### config.mk
export PLATFORM = sky130hd
export DESIGN_NAME = ssadc_ctrl
export DESIGN_NICKNAME = d
export VERILOG_FILES = /design/src/rtl/ssadc_pkg.sv /design/src/rtl/ssadc_ramp_counter.sv /design/src/rtl/ssadc_pulse_fsm.sv /design/src/rtl/ssadc_width_capture.sv /design/src/rtl/ssadc_ctrl.sv
export SDC_FILE = /design/constraint.sdc
export NUM_CORES = 1
export LEC_CHECK = 0
export ABC_AREA = 1
export BUFFER_PORTS_ARGS = -buffer_cell sky130_fd_sc_hd__buf_2
export CORE_UTILIZATION = 48
export DETAILED_ROUTE_END_ITERATION = 10
export PLACE_DENSITY_LB_ADDON = 0.1
export SYNTH_ARGS = -nofsm -noshare
export SYNTH_HDL_FRONTEND = slang
export SYNTH_SLANG_ARGS = --single-unit
export TNS_END_PERCENT = 10
### constraint.sdc
create_clock -name clk -period 1.16 [get_ports clk]
set_input_delay 0 -clock clk [delete_from_list [all_inputs] [get_ports clk]]
set_output_delay 0 -clock clk [all_outputs]
set_load 0.01 [all_outputs]
### src/rtl/ssadc_pkg.sv
package ssadc_pkg;

    // Pulse tracker states
    typedef enum logic [1:0] {
        ST_IDLE   = 2'd0,
        ST_PULSE  = 2'd1,
        ST_REPORT = 2'd2
    } pulse_st_e;

    // Gated pulse condition shared by the tracker
    function automatic logic pulse_cond(input logic en, input logic under, input logic gt);
        return en & ~under & gt;
    endfunction

endpackage

### src/rtl/ssadc_ramp_counter.sv
module ssadc_ramp_counter #(
    parameter int CNT_W = 7
) (
    input  logic             clk,
    input  logic             rst_n,
    input  logic             enable_i,
    input  logic             conv_rst_i,
    output logic [CNT_W-1:0] count_o
);

    localparam logic [CNT_W-1:0] CNT_TOP = {CNT_W{1'b1}};

    logic [CNT_W-1:0] count_q;
    logic             restart;
    logic             at_top;

    // A restart request only counts while the converter is enabled
    assign restart = enable_i & conv_rst_i;
    assign at_top  = (count_q == CNT_TOP);

    always_ff @(posedge clk or negedge rst_n) begin
        if (!rst_n) begin
            count_q <= '0;
        end else if (restart) begin
            count_q <= '0;
        end else if (!at_top) begin
            count_q <= count_q + 1'b1;
        end
    end

    assign count_o = count_q;

endmodule

### src/rtl/ssadc_pulse_fsm.sv
module ssadc_pulse_fsm
    import ssadc_pkg::*;
(
    input  logic clk,
    input  logic rst_n,
    input  logic enable_i,
    input  logic under_i,
    input  logic ramp_gt_i,
    output logic pwm_o,
    output logic done_o,
    output logic start_o,
    output logic hold_o,
    output logic end_o
);

    pulse_st_e state_q, state_d;
    logic      cond;

    assign cond = pulse_cond(enable_i, under_i, ramp_gt_i);

    // Next-state logic
    always_comb begin
        state_d = state_q;
        unique case (state_q)
            ST_IDLE:   state_d = cond ? ST_PULSE : ST_IDLE;
            ST_PULSE:  state_d = cond ? ST_PULSE : ST_REPORT;
            ST_REPORT: state_d = cond ? ST_PULSE : ST_IDLE;
            default:   state_d = ST_IDLE;
        endcase
    end

    // State register
    always_ff @(posedge clk or negedge rst_n) begin
        if (!rst_n) begin
            state_q <= ST_IDLE;
        end else begin
            state_q <= state_d;
        end
    end

    // Outputs
    always_comb begin
        pwm_o   = 1'b0;
        done_o  = 1'b0;
        start_o = 1'b0;
        hold_o  = 1'b0;
        end_o   = 1'b0;
        unique case (state_q)
            ST_IDLE: begin
                start_o = cond;
            end
            ST_PULSE: begin
                pwm_o  = 1'b1;
                hold_o = cond;
                end_o  = ~cond;
            end
            ST_REPORT: begin
                done_o  = 1'b1;
                start_o = cond;
            end
            default: begin
                pwm_o = 1'b0;
            end
        endcase
    end

endmodule

### src/rtl/ssadc_width_capture.sv
module ssadc_width_capture #(
    parameter int CNT_W = 7
) (
    input  logic             clk,
    input  logic             rst_n,
    input  logic             start_i,
    input  logic             hold_i,
    input  logic             end_i,
    output logic [CNT_W-1:0] width_o
);

    localparam logic [CNT_W-1:0] WID_TOP = {CNT_W{1'b1}};
    localparam logic [CNT_W-1:0] WID_ONE = {{(CNT_W-1){1'b0}}, 1'b1};

    logic [CNT_W-1:0] run_q;
    logic [CNT_W-1:0] cap_q;

    // Running length of the current pulse, saturating
    always_ff @(posedge clk or negedge rst_n) begin
        if (!rst_n) begin
            run_q <= '0;
        end else if (start_i) begin
            run_q <= WID_ONE;
        end else if (hold_i && (run_q != WID_TOP)) begin
            run_q <= run_q + 1'b1;
        end
    end

    // Latched length of the last finished pulse
    always_ff @(posedge clk or negedge rst_n) begin
        if (!rst_n) begin
            cap_q <= '0;
        end else if (end_i) begin
            cap_q <= run_q;
        end
    end

    assign width_o = cap_q;

endmodule

### src/rtl/ssadc_ctrl.sv
module ssadc_ctrl #(
    parameter int CNT_W = 7
) (
    input  logic             clk,
    input  logic             rst_n,
    input  logic             enable_i,
    input  logic             conv_rst_i,
    input  logic             under_i,
    input  logic             ramp_gt_i,
    output logic [CNT_W-1:0] dac_code_o,
    output logic             pwm_o,
    output logic             done_o,
    output logic [CNT_W-1:0] width_o
);

    logic pulse_start;
    logic pulse_hold;
    logic pulse_end;

    ssadc_ramp_counter #(.CNT_W(CNT_W)) ramp_i (
        .clk        (clk),
        .rst_n      (rst_n),
        .enable_i   (enable_i),
        .conv_rst_i (conv_rst_i),
        .count_o    (dac_code_o)
    );

    ssadc_pulse_fsm fsm_i (
        .clk       (clk),
        .rst_n     (rst_n),
        .enable_i  (enable_i),
        .under_i   (under_i),
        .ramp_gt_i (ramp_gt_i),
        .pwm_o     (pwm_o),
        .done_o    (done_o),
        .start_o   (pulse_start),
        .hold_o    (pulse_hold),
        .end_o     (pulse_end)
    );

    ssadc_width_capture #(.CNT_W(CNT_W)) cap_i (
        .clk     (clk),
        .rst_n   (rst_n),
        .start_i (pulse_start),
        .hold_i  (pulse_hold),
        .end_i   (pulse_end),
        .width_o (width_o)
    );

endmodule

Word-level counts from Yosys, hierarchy flattened
Index checks and enable logic that the tools add are counted.
{"block": "totals", "regBits": 23, "inputBits": 6, "output_inout_bits": 16, "wordCells": 32}
{"block": "op_classes", "addsub": 2, "n_eq_ne": 5, "n_mux": 12, "bitwise": 5, "reduce_logical": 4}
{"operator": "two-way mux 7 bit", "count": 4}
{"operator": "adder 7 x 1 -> 7 bit (second input constant)", "count": 2}
{"operator": "== test 7 bit (second input constant)", "count": 1}
{"operator": "!= test 7 bit (second input constant)", "count": 1}
{"operator": "two-way mux 1 bit", "count": 6}
{"operator": "case mux 2 bit (2 select lines)", "count": 1}
{"operator": "bitwise AND 1 bit", "count": 3}
{"operator": "== test 2 x 1 -> 1 bit (second input constant)", "count": 1}
{"operator": "== test 2 bit (second input constant)", "count": 1}
{"operator": "logical NOT 2 bit", "count": 1}
{"operator": "two-way mux 2 bit", "count": 1}
{"operator": "!= test 2 x 1 -> 1 bit (second input constant)", "count": 1}
{"operator": "NOT 1 bit", "count": 2}
{"operator": "nonzero test 2 bit", "count": 1}
{"operator": "OR reduction 2 bit", "count": 1}
{"operator": "logical AND 1 bit", "count": 1}

Logic depth before layout (Yosys ltp)
{"block": "depth", "ltp_word": 7, "ltp_mapped": 8, "depth_no_buf": 8}

Modules after synthesis
Synthesis repeated with hierarchy kept, for this count alone.
{"block": "hier_totals", "cells_unflattened": 151, "area_unflattened_um2": 1193.6}
{"mod": "ssadc_width_capture", "instances": 1, "cells_each": 88, "area_per_inst_um2": 711.9, "seq_area_each_um2": 350.3}
{"mod": "ssadc_ramp_counter", "instances": 1, "cells_each": 46, "area_per_inst_um2": 371.6, "seq_area_each_um2": 175.2}
{"mod": "ssadc_pulse_fsm", "instances": 1, "cells_each": 17, "area_per_inst_um2": 110.1, "seq_area_each_um2": 50.0}

Least setup slack after synthesis
No wires, ideal clock.
{"block": "synth_timing", "path_type": "reg-to-reg", "from": "register ramp_i.count_q[0], in the netlist ramp_i.count_o[0]", "to": "register ramp_i.count_q[0], in the netlist ramp_i.count_o[0]", "setup_ps": 117, "arrival_ps": 1120, "t_required_ps": 1043, "path_slack_ps": -77, "path_stages_with_launch": 9, "n_path_buf": 0, "synth_period_minus_slack_ps": 1237, "cell_sequence": "dfrtp_1 ha_1 nand2_1 inv_1 nand2_1 nor2_4 nand2_2 nand2_1 nand2_1"}
{"block": "synth_via", "elab_chain_cells": 3, "word_cells_on_any_way": 5, "classes_between": "1 x add/sub; 2 x eq/ne; 2 x mux"}
{"element": "start, declared", "line_no": "ssadc_ramp_counter.sv:13", "text": "logic [CNT_W-1:0] count_q;"}
{"element": "start signal, assigned", "line_no": "ssadc_ramp_counter.sv:27", "text": "count_q <= count_q + 1'b1;"}
{"element": "adder 7 x 1 -> 7 bit", "line_no": "ssadc_ramp_counter.sv:27"}
{"element": "two-way mux 7 bit", "line_no": "ssadc_ramp_counter.sv:26", "text": "end else if (!at_top) begin"}
{"element": "two-way mux 7 bit", "line_no": "ssadc_ramp_counter.sv:24", "text": "end else if (restart) begin"}
Parallel ways exist; a longest one is shown, timed or not. The select of a mux whose other input is x is not followed.
A chain may end at the register's enable or synchronous reset.

Final worst setup path
{"block": "layout_timing", "from": "register ramp_i.count_q[0], in the netlist ramp_i.count_o[0]", "to": "register ramp_i.count_q[1], in the netlist ramp_i.count_o[1]"}
The elaborated chain is that of the path after synthesis.

==> run summary <==
fin. max-slew vios: 0
Routed Antenna Nets: 0
VDD IR max: 716.8 µV
htree depth: 1
vias in the first global route: 997
post-synthesis sequential area ratio: 49.09%
die area: 2644 µm²
Crit Path Class: flip-flop to flip-flop
I/O pin count: 22
Mean Syn Cell Area: 8.030 µm²
Clk pwr share: 19.0%
Required @ worst endpoint: 1.41 ns
placed standard-cell area: 1335 µm²
Layout fillers: 199
Synthesized Nets: 154
Synth-to-Final Area Change: 24.87%
DP Worst Slack: -0.1034 ns
Synth Area in Adders: 2.134%
number of clock sinks: 23
Setup WS post-layout: -0.06117 ns
Final Hold Viols: 0
Initial DRC Count: 9
Die X: 51.42 µm
synthesized cell area: 1172 µm²
worst hold path class: primary input to flip-flop
placed insts: 198
critical path endpoint category: flip-flop
gpl congestion: 0.9131
layout cells sized above 1: 30.94%
Synth Register Bits: 23
deepest clock path buffer count: 2
Syn Inst Count: 146
simple logic cell fraction of the synthesized area: 35.75%
P_int: 1278 µW
initial antenna violation count: 0
nets: 190
largest net degree at the start of global routing: 24
critical-path maximum fanout: 3
worst skew pair latency: 0.30 ns
f_max: 818.9 MHz
XOR/XNOR share of the synthesized area: 0.7471%
ant diodes: 0
First-pass DRT Iterations: 3
Tmin final: 1.221 ns
period utilization: 105.3%
GRT Total Usage: 21.26%
PortBufs: 21
core region area: 2255 µm²
pwr/cell area: 1276 nW/µm²
via count: 1037
Slew Limit Headroom: 65.12%
Num CTS Buffers: 3
RSZ-0062 raised after global routing: true
detailed-route DRC error count: 0
outcome: finished with violations
crit path launch type: flip-flop
drt wl/cell: 11.46 µm
Pleak: 0.0008098 µW
Post-Layout Cell Count: 209
Die Ht: 51.42 µm
Synth Area in Compound Gates: 5.870%
failing checks: negative setup slack
CP arrival: 1.47 ns
mux cell area share after synthesis: 0%
CTS tree: built
# setup viols final: 5
combinational power share: 27.4%
max_cap viols: 0
Slew @ Worst Pin: 0.5232 ns
main combinational cell family by area after synthesis: simple AND/OR/NAND/NOR gates
dpl hpwl: 1.800 mm
Remaining Overflow, GRT: 0
Sw Ratio: 31.60%
design area: 1464 µm²
CTS clk-pin slew, worst paths: 0.12 ns
Initial Utilization: 52.00%
Reg power frac: 53.6%
Vias/cell: 4.962
root buf cell: clkbuf_4
Net Sw Power: 590.3 µW
count of cell types in the netlist: 20
synth warn: 0
# rows: 17
Post-Route WL: 2.396 mm
clock skew: 0.006735 ns
first-pass GRT wire length: 4.167 mm
==> sequential cells by signal (all words and copies together), names as in the netlist <==
signal / count
fsm_i.state_q: 2
cap_i.run_q: 7
ramp_i.count_o: 7
cap_i.width_o: 7
==> Yosys cell counts <==
library cell  instances  share of area [%]
a21boi_0              1               0.64
o21ai_1               1               0.43
nand2_1              46                 15
a21oi_1               1               0.43
nor2_1                9                2.9
o21ai_0               7                3.0
nand3_2               1               0.85
dfrtp_1              23                 49
xor2_1                1               0.75
nand3_1              19                8.1
o21a_1                1               0.64
nand4_1               2                1.1
nor2_2                3                1.6
nor2_4                3                2.9
buf_4                 1               0.64
inv_1                18                5.8
nand2_2               5                2.7
nand2_4               1               0.96
a21oi_2               1               0.75
ha_1                  2                2.1
==> cell families after synthesis <==
| family | Yosys count |
|---|---|
| simple gates | 89 |
| flops | 23 |
| buf+inv | 19 |
| compound gates | 12 |
| fa+ha+maj | 2 |
| xor+xnor | 1 |
==> metrics by stage <==
| stage | setup TNS, ns | hold WS [ns] | power [µW] | utilization [%] |
|---|---|---|---|---|
| after floorplan | -0.2058 | -0.2956 | 1257 | - |
| after global placement | -0.1323 | 0.003284 | 1454 | 59.21 |
| after detailed placement | -0.5033 | 0.008147 | 1472 | 59.21 |
| after CTS | -0.2161 | 0.003009 | 1866 | 63.10 |
| after global routing | -1.066 | 0.03752 | 2003 | 64.93 |
| final | -0.1863 | 0.008375 | 1868 | 64.93 |
==> final cells by class <==
class	instances	area (µm²)	share of cell area [%]
flip-flops and latches	23	576.8	39.40
inverters	18	67.56	4.615
clock buffers	4	26.28	1.795
well taps	28	35.03	2.393
multi-input cells	104	559.3	38.21
repair buffers	32	198.9	13.59
==> power groups by stage <==
stage                     sequential, µW  clock (µW)  combinational (µW)
final                               1000         355                 512
after global routing                1020         401                 587
after CTS                           1000         376                 490
after detailed placement            1010           0                 465
after global placement              1000           0                 453
after floorplan                     1050           0                 206
==> critical path: stages, from the launching register on <==
cell,delay (ns)
dfrtp_1,0.38
ha_2,0.19
nand2_2,0.06
inv_2,0.08
nand2_4,0.06
nor2_4,0.15
buf_6,0.13
nand3_2,0.05
nand2_1,0.07
==> cell usage in the layout, fill, tap and decap left out <==
cell and n:
a21boi_1 1, a21oi_1 1, a21oi_2 1, buf_2 21, buf_4 7, buf_6 1
clkbuf_1 1, clkbuf_4 3, dfrtp_1 22, dfrtp_2 1, dlygate4sd3_1 3, ha_2 2
inv_1 16, inv_2 2, nand2_1 43, nand2_2 5, nand2_4 4, nand3_1 17
nand3_2 3, nand4_1 2, nor2_1 9, nor2_2 3, nor2_4 3, o21a_1 1
o21ai_0 7, o21ai_1 1, xor2_1 1
==> routing by layer <==
metal	track usage, %	vias to the layer above	part of all wire (%)
li1	-	538	-
met1	23.90	488	46
met2	41.13	9	51
met3	2.976	2	2.1
met4	5.405	0	0.71
met5	0	-	0
==> final timing paths <==
| check | startpoint | endpoint | slack, ns | depth (start not counted) |
|---|---|---|---|---|
| max in group asynchronous | rst_n | fsm_i.state_q[1]$_DFF_PN0_ | 0.59 | 2 |
| hold reg to reg | cap_i.width_o[1]$_DFFE_PN0P_ | cap_i.width_o[1]$_DFFE_PN0P_ | 0.49 | 2 |
| setup / recovery | ramp_i.count_o[0]$_DFFE_PN0P_ | ramp_i.count_o[1]$_DFFE_PN0P_ | -0.06 | 8 |
| min in group asynchronous | rst_n | ramp_i.count_o[2]$_DFFE_PN0P_ | 0.20 | 2 |
| hold / removal | under_i | fsm_i.state_q[0]$_DFF_PN0_ | 0.008 | 4 |
| setup reg to reg | ramp_i.count_o[0]$_DFFE_PN0P_ | ramp_i.count_o[1]$_DFFE_PN0P_ | -0.06 | 8 |
==> what timing repair did <==
item / 4_1_cts / 5_1_grt
setup endpoints to repair: 12 / 19
gates resized for setup: 8 / 7
pin swaps: 5 / 5
hold buffers: 3 / 0
endpoints found under the hold margin: 24 / 0
setup buffers: 1 / 3
No activity file was read; power rests on OpenSTA's default activity.
